--- src/rtl/dp_src_pkg.sv ---
package dp_src_pkg;
    // Bus source indices, in falling priority
    localparam int unsigned SRC_PC   = 0;
    localparam int unsigned SRC_MEM  = 1;
    localparam int unsigned SRC_IRA  = 2;
    localparam int unsigned SRC_ACC  = 3;
    localparam int unsigned SRC_ALU  = 4;
    localparam int unsigned NUM_SRC  = 5;
endpackage

--- src/rtl/dp_bus_arbiter.sv ---
module dp_bus_arbiter #(
    parameter int unsigned W    = 8,
    parameter int unsigned NSRC = 5
) (
    input  logic [NSRC-1:0] drv_en,
    input  logic [W-1:0]    drv_val [NSRC],
    output logic [W-1:0]    bus
);
    // Lowest index wins; nothing active leaves the bus at zero
    always_comb begin
        bus = '0;
        for (int i = NSRC - 1; i >= 0; i--) begin
            if (drv_en[i]) begin
                bus = drv_val[i];
            end
        end
    end
endmodule

--- src/rtl/dp_alu.sv ---
module dp_alu #(
    parameter int unsigned W = 8
) (
    input  logic [W-1:0] lhs,
    input  logic [W-1:0] rhs,
    output logic [W-1:0] diff,
    output logic         is_zero
);
    always_comb begin
        diff    = lhs - rhs;
        is_zero = (diff == '0);
    end
endmodule

--- src/rtl/dp_ram.sv ---
module dp_ram #(
    parameter int unsigned AW = 4,
    parameter int unsigned W  = 8,
    localparam int unsigned DEPTH = 2 ** AW,
    parameter logic [DEPTH*W-1:0] INIT = '0
) (
    input  logic          clk,
    input  logic          we,
    input  logic [AW-1:0] addr,
    input  logic [W-1:0]  wdata,
    output logic [W-1:0]  rdata
);
    logic [W-1:0] mem [DEPTH];

    initial begin
        for (int i = 0; i < DEPTH; i++) begin
            mem[i] = INIT[i*W +: W];
        end
    end

    always_ff @(posedge clk) begin
        if (we) begin
            mem[addr] <= wdata;
        end
    end

    assign rdata = mem[addr];
endmodule

--- src/rtl/acc_bus_datapath.sv ---
module acc_bus_datapath #(
    parameter int unsigned DATA_W = 8,
    parameter int unsigned ADDR_W = 4,
    localparam int unsigned DEPTH = 2 ** ADDR_W,
    parameter logic [DEPTH*DATA_W-1:0] RAM_INIT =
        128'h00000007_00000300_005AA900_0000A51C
) (
    input  logic              clk,
    input  logic              rst,
    input  logic              pc_drv,
    input  logic              pc_step,
    input  logic              mar_ld,
    input  logic              mem_drv,
    input  logic              mem_wr,
    input  logic              ir_ld,
    input  logic              acc_ld,
    input  logic              acc_drv,
    input  logic              tmp_ld,
    input  logic              alu_drv,
    input  logic              ira_drv,
    input  logic              jz_go,
    output logic [DATA_W-1:0] bus_o,
    output logic [DATA_W-1:0] pc_o,
    output logic [DATA_W-1:0] mar_o,
    output logic [DATA_W-1:0] ir_o,
    output logic [DATA_W-1:0] acc_o,
    output logic [DATA_W-ADDR_W-1:0] opcode_o,
    output logic              zero_o
);
    import dp_src_pkg::*;

    typedef struct packed {
        logic [DATA_W-1:0] pc;
        logic [DATA_W-1:0] mar;
        logic [DATA_W-1:0] ir;
        logic [DATA_W-1:0] acc;
        logic [DATA_W-1:0] tmp;
        logic              zero;
    } dp_state_t;

    dp_state_t st_d, st_q;

    logic [DATA_W-1:0]  bus;
    logic [DATA_W-1:0]  mem_rd;
    logic [DATA_W-1:0]  ira_ext;
    logic [DATA_W-1:0]  alu_diff;
    logic               alu_zero;
    logic [NUM_SRC-1:0] drv_en;
    logic [DATA_W-1:0]  drv_val [NUM_SRC];

    assign ira_ext = DATA_W'(st_q.ir[ADDR_W-1:0]);

    always_comb begin
        drv_en          = '0;
        drv_en[SRC_PC]  = pc_drv;
        drv_en[SRC_MEM] = mem_drv;
        drv_en[SRC_IRA] = ira_drv;
        drv_en[SRC_ACC] = acc_drv;
        drv_en[SRC_ALU] = alu_drv;
        drv_val[SRC_PC]  = st_q.pc;
        drv_val[SRC_MEM] = mem_rd;
        drv_val[SRC_IRA] = ira_ext;
        drv_val[SRC_ACC] = st_q.acc;
        drv_val[SRC_ALU] = alu_diff;
    end

    dp_bus_arbiter #(.W(DATA_W), .NSRC(NUM_SRC)) u_arb (
        .drv_en  (drv_en),
        .drv_val (drv_val),
        .bus     (bus)
    );

    dp_alu #(.W(DATA_W)) u_alu (
        .lhs     (st_q.acc),
        .rhs     (st_q.tmp),
        .diff    (alu_diff),
        .is_zero (alu_zero)
    );

    dp_ram #(.AW(ADDR_W), .W(DATA_W), .INIT(RAM_INIT)) u_ram (
        .clk   (clk),
        .we    (mem_wr & ~rst),
        .addr  (st_q.mar[ADDR_W-1:0]),
        .wdata (bus),
        .rdata (mem_rd)
    );

    always_comb begin
        st_d = st_q;
        if (mar_ld)  st_d.mar  = bus;
        if (ir_ld)   st_d.ir   = bus;
        if (acc_ld)  st_d.acc  = bus;
        if (tmp_ld)  st_d.tmp  = bus;
        if (alu_drv) st_d.zero = alu_zero;
        if (jz_go) begin
            st_d.pc = st_q.zero ? ira_ext : st_q.pc + 1'b1;
        end else if (pc_step) begin
            st_d.pc = st_q.pc + 1'b1;
        end
        if (rst) begin
            st_d = '0;
        end
    end

    always_ff @(posedge clk) begin
        st_q <= st_d;
    end

    assign bus_o    = bus;
    assign pc_o     = st_q.pc;
    assign mar_o    = st_q.mar;
    assign ir_o     = st_q.ir;
    assign acc_o    = st_q.acc;
    assign opcode_o = st_q.ir[DATA_W-1:ADDR_W];
    assign zero_o   = st_q.zero;
endmodule

--- config.mk ---
export PLATFORM = sky130hd
export DESIGN_NAME = acc_bus_datapath
export DESIGN_NICKNAME = d
export VERILOG_FILES = /design/src/rtl/dp_src_pkg.sv /design/src/rtl/dp_bus_arbiter.sv /design/src/rtl/dp_alu.sv /design/src/rtl/dp_ram.sv /design/src/rtl/acc_bus_datapath.sv
export SDC_FILE = /design/constraint.sdc
export NUM_CORES = 1
export LEC_CHECK = 0
export BUFFER_PORTS_ARGS = -buffer_cell sky130_fd_sc_hd__buf_2
export CORE_ASPECT_RATIO = 1.5
export CORE_MARGIN = 2
export CORE_UTILIZATION = 60
export CTS_BUF_LIST = sky130_fd_sc_hd__clkbuf_8 sky130_fd_sc_hd__clkbuf_16
export DETAILED_ROUTE_END_ITERATION = 6
export PLACE_DENSITY = 0.86
export SETUP_SLACK_MARGIN = 0.3
export SLEW_MARGIN = 20
export SYNTH_ARGS = -nofsm -noshare
export SYNTH_HDL_FRONTEND = slang
export SYNTH_HIERARCHICAL = 1
export SYNTH_SLANG_ARGS = --single-unit
--- constraint.sdc ---
create_clock -name clk -period 5.2 [get_ports clk]
set_clock_uncertainty 0.15 [all_clocks]
set_input_delay 0.26 -clock clk [delete_from_list [all_inputs] [get_ports clk]]
set_output_delay 0.26 -clock clk [all_outputs]
set_load 0.03 [all_outputs]
=== Word level (Yosys, flattened, before mapping) ===
Memory sizes are Yosys's and may differ from the RTL's. A register that Yosys moved wholly into a read port is not among the register bits.
Index checks and enable logic that the tools add are counted.

* $add $sub $neg: 2
* Mux-type cells: 12
* Bitwise operators: 2
* Reductions and logical operators: 2

{| class="wikitable"
|+ Operator list
! kind !! count
|-
| $mux W8 || 8
|-
| $add A8 B1 Y8 const B || 1
|-
| $logic_not A8 Y1 || 1
|-
| $mux W4 || 2
|-
| $sub A8 B8 Y8 || 1
|-
| $mux W1 || 2
|-
| $reduce_bool A2 Y1 || 1
|-
| $and A1 B1 Y1 || 1
|-
| $not A1 Y1 || 1
|}

* Bits in registers: 41
* RAM bits: 128
* Output and inout bits: 45
* Memories: 1

{| class="wikitable"
|+ Memories
! name !! words !! bits a word !! rd ports !! clocked after memory_dff !! wr ports !! line !! source
|-
| u_ram.mem || 16 || 8 || 1 || 1 || 1 || dp_ram.sv:13 || <nowiki>logic [W-1:0] mem [DEPTH];</nowiki>
|}

=== Logic depth before layout (Yosys ltp) ===
Gate-level depths: netlist of run 1.

* Depth after elaboration: 8
* Mapped depth: 12
* Depth with buffers taken out: 12

=== Cells and area by module ===
Netlist of run 1, hierarchy kept.

{| class="wikitable"
|+ Modules (own cells, without submodules)
! module !! instances !! cells an instance !! area an instance (um^2) !! seq. area each (um^2)
|-
| dp_ram || 1 || 222 || 4907.2 || 3843.7
|-
| acc_bus_datapath || 1 || 193 || 1850.5 || 820.8
|-
| dp_alu || 1 || 46 || 347.8 || 0.0
|-
| dp_bus_arbiter || 1 || 48 || 300.3 || 0.0
|}

=== Least setup slack after synthesis of run 1 ===
No wires, ideal clock.

* Kind: register -> register
* From: reg st_q (netlist bit acc_o[0])
* To: mem u_ram.mem[0][6], data pin
* Arrival time: 2.783 ns
* Required time: 4.628 ns
* Setup slack: 1.846 ns
* Cell stages (with the launch flop): 11
* Period minus slack after synthesis: 3.354 ns
* Path through: dfxtp_1 -> inv_1 -> ha_1 -> inv_1 -> fa_1 -> a211oi_2 -> o21bai_1 -> a21oi_1 -> xnor2_1 -> nand2_1 -> a41oi_1

* Cells in the longest elaborated chain, start to end: 6

{| class="wikitable"
|+ RTL lines
! what !! line !! source
|-
| from (decl) || acc_bus_datapath.sv:41 || <nowiki>dp_state_t st_d, st_q;</nowiki>
|-
| from (signal assigned) || acc_bus_datapath.sv:106 || <nowiki>st_q <= st_d;</nowiki>
|-
| $sub A8 B8 Y8 || dp_alu.sv:10 || <nowiki>diff = lhs - rhs;</nowiki>
|-
| named net alu_diff[6] || acc_bus_datapath.sv:46 || <nowiki>logic [DATA_W-1:0] alu_diff;</nowiki>
|-
| $mux W8 (5 in a row) || dp_bus_arbiter.sv:13 || <nowiki>if (drv_en[i]) begin</nowiki>
|-
| named net bus_o[6] || acc_bus_datapath.sv:22 || <nowiki>output logic [DATA_W-1:0] bus_o,</nowiki>
|-
| to (decl) || dp_ram.sv:13 ||
|}

The timed path passes the listed nets, and every way through them passes these cells.

==> load_flow_metrics.sql, run 1 <==
INSERT INTO impl_metrics (metric_group, metric, value, unit) VALUES
('power_and_ir_drop', 'leakagePower', '0.00294', 'µW'),
('synth', 'synth.ff_latch_count', '169', ''),
('run', 'cap_viol_max_count', '0', ''),
('synth', 'synthesis.instances', '509', ''),
('synth', 'yosysWarnings', '6', ''),
('global_routing', 'grt_antenna_before_repair', '0', ''),
('sta', 'fin_crit_sh', '0.786', ''),
('worst_setup_path', 'timing.reg2reg.worst_path_depth', '9', ''),
('finish', 'synthToLayoutAreaGrowth', '10.5', '%'),
('worst_setup_path', 'required_time_reported_for_the_critical_path_endpoint', '4790', 'ps'),
('clock_network', 'cts_tree', 'done', ''),
('synth', 'ys.flop_type', 'edfxtp_1', ''),
('detailed_routing', 'vias', '4699', ''),
('clock_network', 'cts.sink_count', '169', ''),
('synth', 'synth-async-reset-ratio', '0', ''),
('sta', 'final_max_slew_viol_count', '0', ''),
('floorplan', 'chipHeight', '140', 'µm'),
('place', 'dp.final_hpwl', '10800', 'µm'),
('clock_network', 'cts_buffers', '17', ''),
('detailed_routing', 'drtIter0Drc', '624', ''),
('sta', 'setup-violations-final', '0', ''),
('power_and_ir_drop', 'power.density_cell_area', '381', 'mW/mm²'),
('floorplan', 'number_of_top_level_design_ports', '59', ''),
('worst_hold_path', 'hold-path-cell-count', '3', ''),
('clock_network', 'worst_skew_pair.late_latency', '420', 'ps'),
('sta', 'tightestPinTransition', '1130', 'ps'),
('global_routing', 'grt.total_usage', '0.280', ''),
('synth', 'ys_seq_area_frac', '0.630', ''),
('floorplan', 'core_area', '0.0120', 'mm²'),
('worst_setup_path', 'ff_to_ff_setup_slack', '1680', 'ps'),
('sta', 'finalCriticalPeriod', '4090', 'ps'),
('detailed_routing', 'drt-pass1-iter-count', '5', ''),
('place', 'preCtsSetupSlack', '1600', 'ps'),
('sta', 'final.setup.worst_slack', '1110', 'ps'),
('worst_setup_path', 'critical_path.endpoint_type', 'output port', ''),
('sta', 'timing.setup.tns', '0', 'ps'),
('worst_setup_path', 'timing.critical_path.arrival', '3680', 'ps'),
('place', 'gp_congestion', '0.864', ''),
('detailed_routing', 'drt_wl_total', '17400', 'µm'),
('place', 'place_inst', '672', ''),
('clock_network', 'cts_max_path_buffers', '2', ''),
('floorplan', 'die_x', '94.7', 'µm'),
('sta', 'worst_hold_slack', '117', 'ps'),
('worst_hold_path', 'timing.hold.worst_endpoint', 'ir_o[5]$_SDFFE_PP0P_', ''),
('worst_setup_path', 'timing.critical_path.fanout_max', '21', ''),
('synth', 'post_synth_most_frequent_cells', 'edfxtp_1 (128), nor2_1 (54), dfxtp_1 (41), buf_4 (36), mux2i_1 (33)', ''),
('clock_network', 'cts_htree_levels', '4', ''),
('sta', 'unrepaired_setup_endpoints_after_global_routing', 'false', ''),
('place', 'io_buffers', '58', ''),
('finish', 'design.final.nets', '562', ''),
('detailed_routing', 'avgViaCountPerCell', '6.67', ''),
('detailed_routing', 'final_antenna_net_count', '0', ''),
('clock_network', 'cts_root_buffer', 'clkbuf_16', ''),
('finish', 'antenna_cells', '0', ''),
('detailed_routing', 'drc_markers', '0', ''),
('status', 'status', 'complete, no violations', ''),
('worst_setup_path', 'r2r-start', 'mar_o[0]$_SDFFE_PP0P_', ''),
('synth', 'post_synth_main_area_contributors', 'edfxtp_1 (52%), dfxtp_1 (11%), mux4_2 (9.7%)', ''),
('synth', 'netlist.area_leader.share', '0.519', ''),
('worst_setup_path', 'startpoint_type', 'flop', ''),
('worst_setup_path', 'path_class', 'reg -> out', ''),
('finish', 'final_util', '0.681', ''),
('clock_network', 'clk_pin_slew_worst_paths', '70', 'ps'),
('worst_setup_path', 'reg2reg_to', 'ir_o[6]$_SDFFE_PP0P_', ''),
('worst_hold_path', 'timing.hold.worst.class', 'in -> reg', ''),
('sta', 'finalHoldViolCount', '0', ''),
('floorplan', 'start_util', '0.616', ''),
('global_routing', 'grt_first_pass_wirelength', '26700', 'µm'),
('synth', 'mean_instance_size_in_the_synthesized_netlist', '14.5', 'µm²'),
('detailed_routing', 'drt-wirelength-per-cell', '24.6', 'µm'),
('sta', 'relSlewSlack', '0.247', '');
-- critical path: stages, from the launching register on --
cell,delay [ps]
dfxtp_1,940
buf_4,420
mux4_2,250
a22oi_1,90
nand2_1,160
o22ai_1,110
a41oi_2,910
buf_2,350
-- worst max-delay path by stage --
stage | startpoint | endpoint | depth (start not counted) | slack, ps
floorplan | acc_o[0]$_SDFFE_PP0P_ | u_ram/mem[0][6]$_DFFE_PP_ | 10 | 1850
global placement | mar_o[0]$_SDFFE_PP0P_ | bus_o[6] | 8 | 1690
detailed placement | mar_o[0]$_SDFFE_PP0P_ | bus_o[6] | 8 | 1600
CTS | mar_o[1]$_SDFFE_PP0P_ | bus_o[7] | 7 | 1090
global route | mar_o[0]$_SDFFE_PP0P_ | bus_o[6] | 8 | 880
finish | mar_o[1]$_SDFFE_PP0P_ | bus_o[7] | 7 | 1110
-- kinds of logic (layout without fill, tap and decap cells) --
kind of cell | count (synthesis) | count (layout) | share of synthesized area
buffers and inverters | 70 | 110 | 0.0595
DFF | 169 | 169 | 0.630
adders and majority gates | 9 | 9 | 0.0162
other | 1 | 4 | 0.000506
muxes | 65 | 65 | 0.142
xor gates and xnor gates | 7 | 7 | 0.00828
and+or+nand+nor | 125 | 125 | 0.0833
AOI/OAI and AO/OA | 63 | 63 | 0.0605
-- layout make-up --
cell class / instances / area (µm²)
fill: 778 / 3830
multi-input combinational: 273 / 2350
tap: 153 / 191
inverter: 10 / 37.5
clock buffer: 20 / 489
timing repair buffer: 68 / 368
clock inverter: 12 / 83.8
sequential: 169 / 4670
-- per-stage QoR --
step	total power, µW	instance area [µm²]
5_1_grt	3200	8190
6_report	3120	8190
3_5_place_dp	1930	7600
2_1_floorplan	1840	7420
4_1_cts	3130	8190
3_3_place_gp	1910	7600
-- report_power, final --
part           leakage (µW)  switching (µW)  internal, µW
clock              0.000292             524           685
sequential          0.00150            36.4          1500
combinational       0.00115             240           137
-- flip-flops by register name, indices dropped and copies added (netlist names) --
register	count
u_ram/mem	128
acc_o	8
ir_o	8
mar_o	8
pc_o	8
st_q	8
zero_o	1
-- per-layer routing --
layer  up-vias  routed length, µm  GRT usage  part of all wire
met5         -                  0          0                 0
met4         0                771      0.132             0.044
met3        60               1510     0.0667             0.087
met2       326               9100      0.468              0.52
met1      2346               5970      0.339              0.34
li1       1967                  -          -                 -
-- cell usage in the layout (no fill, tap or decap), drive strengths merged, types with 3 or more instances in the layout --
cell	count
nand3	3
o21ai	5
o22ai	7
inv	20
mux4	32
buf	67
a21o	4
mux2i	33
a41oi	8
conb	4
or4	3
nand2b	4
ha	8
xor2	4
nor3	4
nand3b	11
or3	4
nor2	54
a22oi	19
dfxtp	41
nand2	30
a31oi	4
clkbuf	20
nor2b	3
xnor2	3
a21oi	8
edfxtp	128
-- repair_timing --
| action | 4_1_cts | 5_1_grt |
|---|---|---|
| hold buffers | 1 | 0 |
| endpoints found under the hold margin | 1 | 0 |
| resized for setup | 0 | 0 |
Power figures use the tool's default switching activity.
==> run 2: changes to the inputs <==
--- a/config.mk
+++ b/config.mk
@@ -8,10 +8,10 @@
 export BUFFER_PORTS_ARGS = -buffer_cell sky130_fd_sc_hd__buf_2
 export CORE_ASPECT_RATIO = 1.5
 export CORE_MARGIN = 2
-export CORE_UTILIZATION = 60
+export CORE_UTILIZATION = 54
 export CTS_BUF_LIST = sky130_fd_sc_hd__clkbuf_8 sky130_fd_sc_hd__clkbuf_16
 export DETAILED_ROUTE_END_ITERATION = 6
-export PLACE_DENSITY = 0.86
+export PLACE_DENSITY = 0.82
 export SETUP_SLACK_MARGIN = 0.3
 export SLEW_MARGIN = 20
 export SYNTH_ARGS = -nofsm -noshare
==> constraint.sdc (replaced) <==
create_clock -name clk -period 3.65 [get_ports clk]
set_clock_uncertainty 0.15 [all_clocks]
set_input_delay 0.1825 -clock clk [delete_from_list [all_inputs] [get_ports clk]]
set_output_delay 0.1825 -clock clk [all_outputs]
set_load 0.03 [all_outputs]
==> run 2 against run 1 <==
Compared with the run above: total power grew 45%; critical endpoint is now bus_o[6]; global-route usage is 2.1 points lower; first-iteration DRC count shrank 25%; hold slack got worse by 91 ps; sequential cell count stayed put.
==> load_flow_metrics.sql, run 2 (synthesized netlist as in run 1, its figures left out) <==
INSERT INTO impl_metrics (metric_group, metric, value, unit) VALUES
('worst_setup_path', 'kind_of_cell_adding_the_most_delay_to_the_critical_path', 'simple AND/OR/NAND/NOR gates', ''),
('clock_network', 'cts_htree_levels', '4', ''),
('power_and_ir_drop', 'power.density_cell_area', '531', 'mW/mm²'),
('global_routing', 'met2_usage', '0.426', ''),
('clock_network', 'cts_buffers', '17', ''),
('finish', 'largest_register_ff_count', '128', ''),
('worst_setup_path', 'timing.critical_path.fanout_max', '17', ''),
('worst_hold_path', 'timing.hold.worst.class', 'in -> reg', ''),
('clock_network', 'cts_root_buffer', 'clkbuf_16', ''),
('worst_setup_path', 'path_class', 'reg -> out', ''),
('global_routing', 'largest_net_degree_at_the_start_of_global_routing', '40', ''),
('floorplan', 'floorplan.rows', '52', ''),
('worst_setup_path', 'required_time_reported_for_the_critical_path_endpoint', '3320', 'ps'),
('place', 'place_inst', '691', ''),
('place', 'gp_congestion', '0.936', ''),
('worst_setup_path', 'timing.reg2reg.worst_path_depth', '10', ''),
('finish', 'design.final.nets', '588', ''),
('global_routing', 'met1_usage', '0.297', ''),
('worst_setup_path', 'r2r-start', 'mar_o[0]$_SDFFE_PP0P_', ''),
('global_routing', 'globalRouteOverflowTotal', '0', ''),
('sta', 'final.setup.worst_slack', '382', 'ps'),
('worst_setup_path', 'ff_to_ff_setup_slack', '660', 'ps'),
('finish', 'antenna_cells', '0', ''),
('worst_setup_path', 'critical_path_cell_list', 'buf_4 > mux4_2 > a22oi_1 > nand2_1 > or3b_2 > o21ai_0 > a41oi_4 > buf_2', ''),
('detailed_routing', 'vias', '4786', ''),
('floorplan', 'floorplan.die_area', '0.0147', 'mm²'),
('place', 'dp.final_hpwl', '11600', 'µm'),
('global_routing', 'grt_pass1_vias', '4815', ''),
('detailed_routing', 'drt_wl_total', '18300', 'µm'),
('worst_hold_path', 'hold-path-cell-count', '4', ''),
('clock_network', 'cts_max_path_buffers', '2', ''),
('global_routing', 'grt_antenna_before_repair', '0', ''),
('global_routing', 'grt-busiest-layer', 'met2', ''),
('sta', 'finalCriticalPeriod', '3270', 'ps'),
('sta', 'fin_crit_sh', '0.895', ''),
('worst_setup_path', 'critical_path.endpoint_type', 'output port', ''),
('global_routing', 'grt.total_usage', '0.259', ''),
('sta', 'final_max_slew_viol_count', '0', ''),
('sta', 'fmax', '306', 'MHz'),
('detailed_routing', 'drtIter0Drc', '471', ''),
('floorplan', 'start_util', '0.550', ''),
('worst_hold_path', 'worstHoldStart', 'jz_go', ''),
('sta', 'tightestPinTransition', '945', 'ps'),
('global_routing', 'grt_first_pass_wirelength', '27800', 'µm'),
('status', 'status', 'complete, no violations', ''),
('finish', 'most_common_cell_after_layout_fill_and_taps_aside', 'edfxtp_1', ''),
('worst_setup_path', 'reg2reg_to', 'st_q[7]$_SDFFE_PP0P_', ''),
('sta', 'relSlewSlack', '0.369', ''),
('worst_setup_path', 'crit_path_top_delay_cell', 'dfxtp_4', ''),
('floorplan', 'chipHeight', '147', 'µm'),
('finish', 'layout-drive-gt1-share', '0.306', ''),
('power_and_ir_drop', 'vdd_drop_max', '0.495', 'mV'),
('finish', 'synthToLayoutAreaGrowth', '14.9', '%'),
('worst_setup_path', 'crit_buf_inv', '2', ''),
('floorplan', 'core_area', '0.0135', 'mm²'),
('sta', 'setup-violations-final', '0', ''),
('detailed_routing', 'final_antenna_net_count', '0', ''),
('clock_network', 'cts.sink_count', '169', ''),
('place', 'io_buffers', '58', ''),
('worst_hold_path', 'timing.hold.worst_endpoint', 'pc_o[7]$_SDFFE_PP0P_', ''),
('detailed_routing', 'avgViaCountPerCell', '6.47', ''),
('finish', 'most-common-layout-cells', 'edfxtp_1 (128), buf_2 (58), nor2_1 (53)', ''),
('clock_network', 'clk_pin_slew_worst_paths', '70', 'ps'),
('finish', 'final_util', '0.632', ''),
('finish', 'final_cells', '740', ''),
('detailed_routing', 'drt-pass1-iter-count', '6', ''),
('finish', 'registers.top_by_ff_count', 'u_ram/mem', ''),
('place', 'preCtsSetupSlack', '370', 'ps'),
('sta', 'unrepaired_setup_endpoints_after_global_routing', 'true', ''),
('sta', 'timing.setup.tns', '0', 'ps'),
('detailed_routing', 'drt-wirelength-per-cell', '24.7', 'µm'),
('worst_setup_path', 'cpPeakStageDelay', '490', 'ps'),
('worst_setup_path', 'path_depth', '8', ''),
('detailed_routing', 'drc_markers', '0', ''),
('clock_network', 'worst_skew_pair.late_latency', '430', 'ps'),
('run', 'cap_viol_max_count', '0', ''),
('clock_network', 'cts_tree', 'done', ''),
('worst_setup_path', 'startpoint_type', 'flop', ''),
('power_and_ir_drop', 'leakagePower', '0.00308', 'µW'),
('sta', 'worst_hold_slack', '25.7', 'ps'),
('floorplan', 'die_x', '99.6', 'µm'),
('sta', 'finalHoldViolCount', '0', ''),
('global_routing', 'grt.met3_usage', '0.0567', ''),
('floorplan', 'number_of_top_level_design_ports', '59', ''),
('worst_setup_path', 'timing.critical_path.arrival', '2940', 'ps');
run 2: changes by cell type in the layout (fill, tap and decap cells not counted), moves of 2 or more:
| cell | previous run | this run |
|---|---|---|
| a41oi_4 | 0 | 5 |
| a41oi_2 | 5 | 3 |
| clkinv_2 | 0 | 2 |
| clkinv_4 | 1 | 3 |
| inv_4 | 4 | 1 |
| buf_4 | 9 | 32 |
| inv_1 | 12 | 10 |
| o22ai_1 | 7 | 4 |
| o22ai_2 | 0 | 3 |
| clkbuf_8 | 1 | 4 |
run 2: worst max-delay path by stage:
stage / startpoint / slack, ps / endpoint
global placement: acc_o[6]$_SDFFE_PP0P_ / 460 / mar_o[7]$_SDFFE_PP0P_
floorplan: st_q[3]$_SDFFE_PP0P_ / 370 / u_ram/mem[0][7]$_DFFE_PP_
CTS: st_q[3]$_SDFFE_PP0P_ / 320 / bus_o[5]
finish: mar_o[0]$_SDFFE_PP0P_ / 380 / bus_o[6]
detailed placement: st_q[3]$_SDFFE_PP0P_ / 370 / mar_o[7]$_SDFFE_PP0P_
global route: acc_o[0]$_SDFFE_PP0P_ / 280 / bus_o[6]
run 2: layout make-up:
| cell class | count | area, µm² |
|---|---|---|
| clock buffers | 22 | 505 |
| clock inverters | 10 | 77.6 |
| fillers | 877 | 4960 |
| inverters | 10 | 37.5 |
| multi-input cells | 276 | 2480 |
| flip-flops and latches | 169 | 4670 |
| well taps | 162 | 203 |
| repair buffers | 91 | 541 |
run 2: routing by layer:
layer  up-vias  wire length [µm]  share of wire
li1       2029                 -              -
met1      2310              6150           0.34
met2       344              9150           0.50
met3       103              1370          0.075
met4         0              1620          0.088
met5         -                 0              0
run 2: what timing repair did:
action,CTS,global route
resized for setup,10,1
pin swaps,2,3
gates cloned,3,0
endpoints found under the setup margin,6,5
endpoints found under the hold margin,1,0
setup buffers,0,13
hold buffers,1,0
run 2: worst register-to-register path: cells and delay by family (launching register included):
kind,cells,cell delay [ps]
AOI/OAI and AO/OA,3,530
and+or+nand+nor,3,640
DFF,1,490
muxes,2,640
buffers and inverters,2,420
run 2: report_power, final:
group	leakage [µW]	internal, µW	switching, µW
Clock	0.000293	993	731
Combinational	0.00129	229	383
Sequential	0.00150	2130	47.7
Total	0.00308	3350	1160
run 2: stage by stage:
stage                     total power (µW)  instance area [µm²]
after floorplan                       2620                 7420
after global placement                2740                 7680
after detailed placement              2760                 7680
after CTS                             4490                 8400
after global routing                  4640                 8510
final                                 4520                 8510
==> run 3: changes to the inputs <==
--- a/config.mk
+++ b/config.mk
@@ -6,12 +6,12 @@
 export NUM_CORES = 1
 export LEC_CHECK = 0
 export BUFFER_PORTS_ARGS = -buffer_cell sky130_fd_sc_hd__buf_2
-export CORE_ASPECT_RATIO = 1.5
 export CORE_MARGIN = 2
 export CORE_UTILIZATION = 54
 export CTS_BUF_LIST = sky130_fd_sc_hd__clkbuf_8 sky130_fd_sc_hd__clkbuf_16
 export DETAILED_ROUTE_END_ITERATION = 6
 export PLACE_DENSITY = 0.82
+export REMOVE_ABC_BUFFERS = 1
 export SETUP_SLACK_MARGIN = 0.3
 export SLEW_MARGIN = 20
 export SYNTH_ARGS = -nofsm -noshare
==> constraint.sdc (replaced) <==
create_clock -name clk -period 3.65 [get_ports clk]
set_clock_uncertainty 0.15 [all_clocks]
set_input_delay 0.365 -clock clk [delete_from_list [all_inputs] [get_ports clk]]
set_output_delay 0.365 -clock clk [all_outputs]
set_load 0.03 [all_outputs]
==> run 3 against run 2 <==
Compared with the run above: sequential cell count unchanged; hold slack improved by 57 ps; count of clock-buffer cells in the layout decreased by 3; utilization increased by 1.3 points; final cell count increased by 0.81%; setup slack got worse by 44 ps; highest routed layer unchanged; die area decreased by 0.13%; sequential power about the same; design area increased by 0.81%; sequential share of layout area decreased by 0.40 points; total power increased by 3.4%.
==> load_flow_metrics.sql, run 3 (synthesized netlist as in run 1, its figures left out) <==
INSERT INTO impl_metrics (metric_group, metric, value, unit) VALUES
('clock_network', 'cts_buffers', '17', ''),
('sta', 'fin_crit_sh', '0.907', ''),
('worst_setup_path', 'kind_of_cell_adding_the_most_delay_to_the_critical_path', 'compound AO/OA/AOI/OAI gates', ''),
('worst_setup_path', 'timing.critical_path.arrival', '2800', 'ps'),
('detailed_routing', 'final_antenna_net_count', '0', ''),
('worst_setup_path', 'startpoint_type', 'flop', ''),
('power_and_ir_drop', 'flop_pwr_share', '0.466', ''),
('floorplan', 'start_util', '0.557', ''),
('worst_setup_path', 'crit_buf_inv', '3', ''),
('place', 'place_inst', '706', ''),
('finish', 'design.final.nets', '580', ''),
('sta', 'relSlewSlack', '0.398', ''),
('worst_setup_path', 'path_depth', '11', ''),
('power_and_ir_drop', 'power_frac_comb', '0.135', ''),
('finish', 'registers.top_by_ff_count', 'u_ram/mem', ''),
('power_and_ir_drop', 'vdd_drop_max', '0.447', 'mV'),
('detailed_routing', 'vias', '4657', ''),
('worst_setup_path', 'critical_path_cell_list', 'inv_1 > ha_1 > inv_1 > fa_1 > a211oi_2 > o21bai_1 > a21oi_1 > xnor2_1 > nand2_2 > a41oi_4 > buf_4', ''),
('sta', 'finalHoldViolCount', '0', ''),
('floorplan', 'number_of_top_level_design_ports', '59', ''),
('sta', 'finalCriticalPeriod', '3310', 'ps'),
('sta', 'fmax', '302', 'MHz'),
('sta', 'final_max_slew_viol_count', '0', ''),
('worst_setup_path', 'ff_to_ff_setup_slack', '650', 'ps'),
('clock_network', 'worst_skew_pair.late_latency', '430', 'ps'),
('global_routing', 'grt_first_pass_wirelength', '26600', 'µm'),
('worst_setup_path', 'required_time_reported_for_the_critical_path_endpoint', '3130', 'ps'),
('worst_setup_path', 'timing.critical_path.fanout_max', '4', ''),
('detailed_routing', 'drt_wl_total', '17900', 'µm'),
('power_and_ir_drop', 'p_clk_frac', '0.399', ''),
('global_routing', 'globalRouteOverflowTotal', '0', ''),
('worst_setup_path', 'worst_path_most_repeated_cell', 'inv_1', ''),
('global_routing', 'grt_antenna_before_repair', '0', ''),
('power_and_ir_drop', 'power_report.internal_total', '3490', 'µW'),
('detailed_routing', 'drtIter0Drc', '525', ''),
('place', 'dp.final_hpwl', '11100', 'µm'),
('clock_network', 'cts_max_path_buffers', '2', ''),
('finish', 'multi_input_comb_area', '0.00251', 'mm²'),
('detailed_routing', 'drt-pass1-iter-count', '5', ''),
('sta', 'tightestPinTransition', '900', 'ps'),
('power_and_ir_drop', 'power.switching', '1180', 'µW'),
('floorplan', 'floorplan.rows', '42', ''),
('global_routing', 'grt.total_usage', '0.254', ''),
('worst_setup_path', 'reg2reg_to', 'acc_o[6]$_SDFFE_PP0P_', ''),
('worst_setup_path', 'path_class', 'reg -> out', ''),
('finish', 'final_cells', '746', ''),
('worst_setup_path', 'timing.critical_path.to', 'bus_o[6]', ''),
('place', 'io_buffers', '58', ''),
('floorplan', 'die_x', '121', 'µm'),
('global_routing', 'largest_net_degree_at_the_start_of_global_routing', '40', ''),
('worst_hold_path', 'timing.hold.worst.class', 'in -> reg', ''),
('clock_network', 'cts_tree', 'done', ''),
('floorplan', 'floorplan.die_area', '0.0147', 'mm²'),
('worst_setup_path', 'r2r-start', 'mar_o[1]$_SDFFE_PP0P_', ''),
('sta', 'setup-violations-final', '0', ''),
('place', 'gp_congestion', '0.888', ''),
('finish', 'most_common_cell_after_layout_fill_and_taps_aside', 'edfxtp_1', ''),
('finish', 'layout-drive-gt1-share', '0.316', ''),
('finish', 'final_util', '0.645', ''),
('power_and_ir_drop', 'leakagePower', '0.00307', 'µW'),
('power_and_ir_drop', 'power.total', '4670', 'µW'),
('finish', 'regArea', '0.00467', 'mm²'),
('detailed_routing', 'drt-wirelength-per-cell', '24.0', 'µm'),
('clock_network', 'cts.sink_count', '169', ''),
('finish', 'fillCellCount', '896', ''),
('clock_network', 'clk_pin_slew_worst_paths', '60', 'ps'),
('finish', 'antenna_cells', '0', ''),
('detailed_routing', 'avgViaCountPerCell', '6.24', ''),
('place', 'placed_cell_area', '0.00775', 'mm²'),
('finish', 'most-common-layout-cells', 'edfxtp_1 (128), nor2_1 (54), buf_2 (54)', ''),
('status', 'status', 'complete, no violations', ''),
('power_and_ir_drop', 'power.density_cell_area', '544', 'mW/mm²'),
('finish', 'largest_register_ff_count', '128', ''),
('worst_setup_path', 'crit_path_launch', 'acc_o[0]$_SDFFE_PP0P_', ''),
('run', 'cap_viol_max_count', '0', ''),
('finish', 'synthToLayoutAreaGrowth', '15.8', '%'),
('power_and_ir_drop', 'power.share.switching', '0.253', ''),
('floorplan', 'chipHeight', '121', 'µm'),
('worst_setup_path', 'timing.reg2reg.worst_path_depth', '11', ''),
('worst_setup_path', 'crit_path_top_delay_cell', 'fa_1', ''),
('detailed_routing', 'drc_markers', '0', ''),
('worst_hold_path', 'hold-path-cell-count', '3', ''),
('floorplan', 'core_area', '0.0133', 'mm²'),
('clock_network', 'cts_htree_levels', '4', ''),
('worst_setup_path', 'cpPeakStageDelay', '410', 'ps'),
('sta', 'unrepaired_setup_endpoints_after_global_routing', 'true', ''),
('clock_network', 'cts.hold.buffers_added', '0', ''),
('finish', 'final_cell_area', '0.00858', 'mm²'),
('global_routing', 'grt_pass1_vias', '4603', ''),
('clock_network', 'cts_root_buffer', 'clkbuf_16', ''),
('worst_setup_path', 'critical_path.endpoint_type', 'output port', '');
[run 3: cell count changes in the layout (fill, tap and decap cells not counted), sizes merged]
cell / previous run / this run
clkinvlp: 0 / 2
buf: 90 / 83
clkinv: 5 / 4
inv: 15 / 14
a41oi: 11 / 10
clkbuf: 22 / 20
bufinv: 0 / 3
dlygate4sd3: 1 / 0
[run 3: worst register-to-register path, delay by kind of cell (launching register included)]
| family | cells | cell delay, ps |
|---|---|---|
| AO/OA/AOI/OAI | 3 | 440 |
| buffers and inverters | 3 | 580 |
| flip-flops | 1 | 450 |
| multiplexers | 2 | 570 |
| AND/OR/NAND/NOR | 3 | 680 |
[run 3: area by class of cell]
class,instances,share of cell area
Sequential cell,169,0.545
Multi-Input combinational cell,275,0.292
Timing Repair Buffer,84,0.0605
Clock buffer,19,0.0528
Tap cell,176,0.0257
Clock inverter,13,0.0197
Inverter,10,0.00438
[run 3: worst min path at each step]
stage                           from                    end
3_3_place_gp   mar_o[4]$_SDFFE_PP0P_  mar_o[4]$_SDFFE_PP0P_
5_1_grt                      alu_drv    zero_o$_SDFFE_PP0P_
4_1_cts                      alu_drv    zero_o$_SDFFE_PP0P_
3_5_place_dp    st_q[7]$_SDFFE_PP0P_   st_q[7]$_SDFFE_PP0P_
2_1_floorplan                    rst   pc_o[0]$_SDFFE_PP0P_
6_report                     alu_drv    zero_o$_SDFFE_PP0P_
[run 3: per-stage QoR]
stage	hold WS (ps)	setup WS [ps]	setup TNS (ps)
2_1_floorplan	284	-605	-86580
3_3_place_gp	322	277	0
3_5_place_dp	332	221	0
4_1_cts	62.7	163	0
5_1_grt	89.7	194	0
6_report	82.5	338	0
[run 3: power groups by stage]
stage	Combinational (µW)	Clock (µW)	Sequential (µW)
floorplan	298	0	2270
global placement	538	0	2220
detailed placement	557	0	2220
CTS	590	1880	2170
global route	665	1970	2180
finish	631	1860	2170
[run 3: repair_timing]
action,CTS,global route
pin swaps,2,2
cloned,1,1
setup buffers,5,1
resized for setup,9,20
setup endpoints to repair,8,8
[run 3: layer usage]
layer	part of all wire	track usage	up-vias
li1	-	-	2013
met1	0.37	0.321	2329
met2	0.51	0.413	276
met3	0.098	0.0752	39
met4	0.027	0.105	0
met5	0	0	-
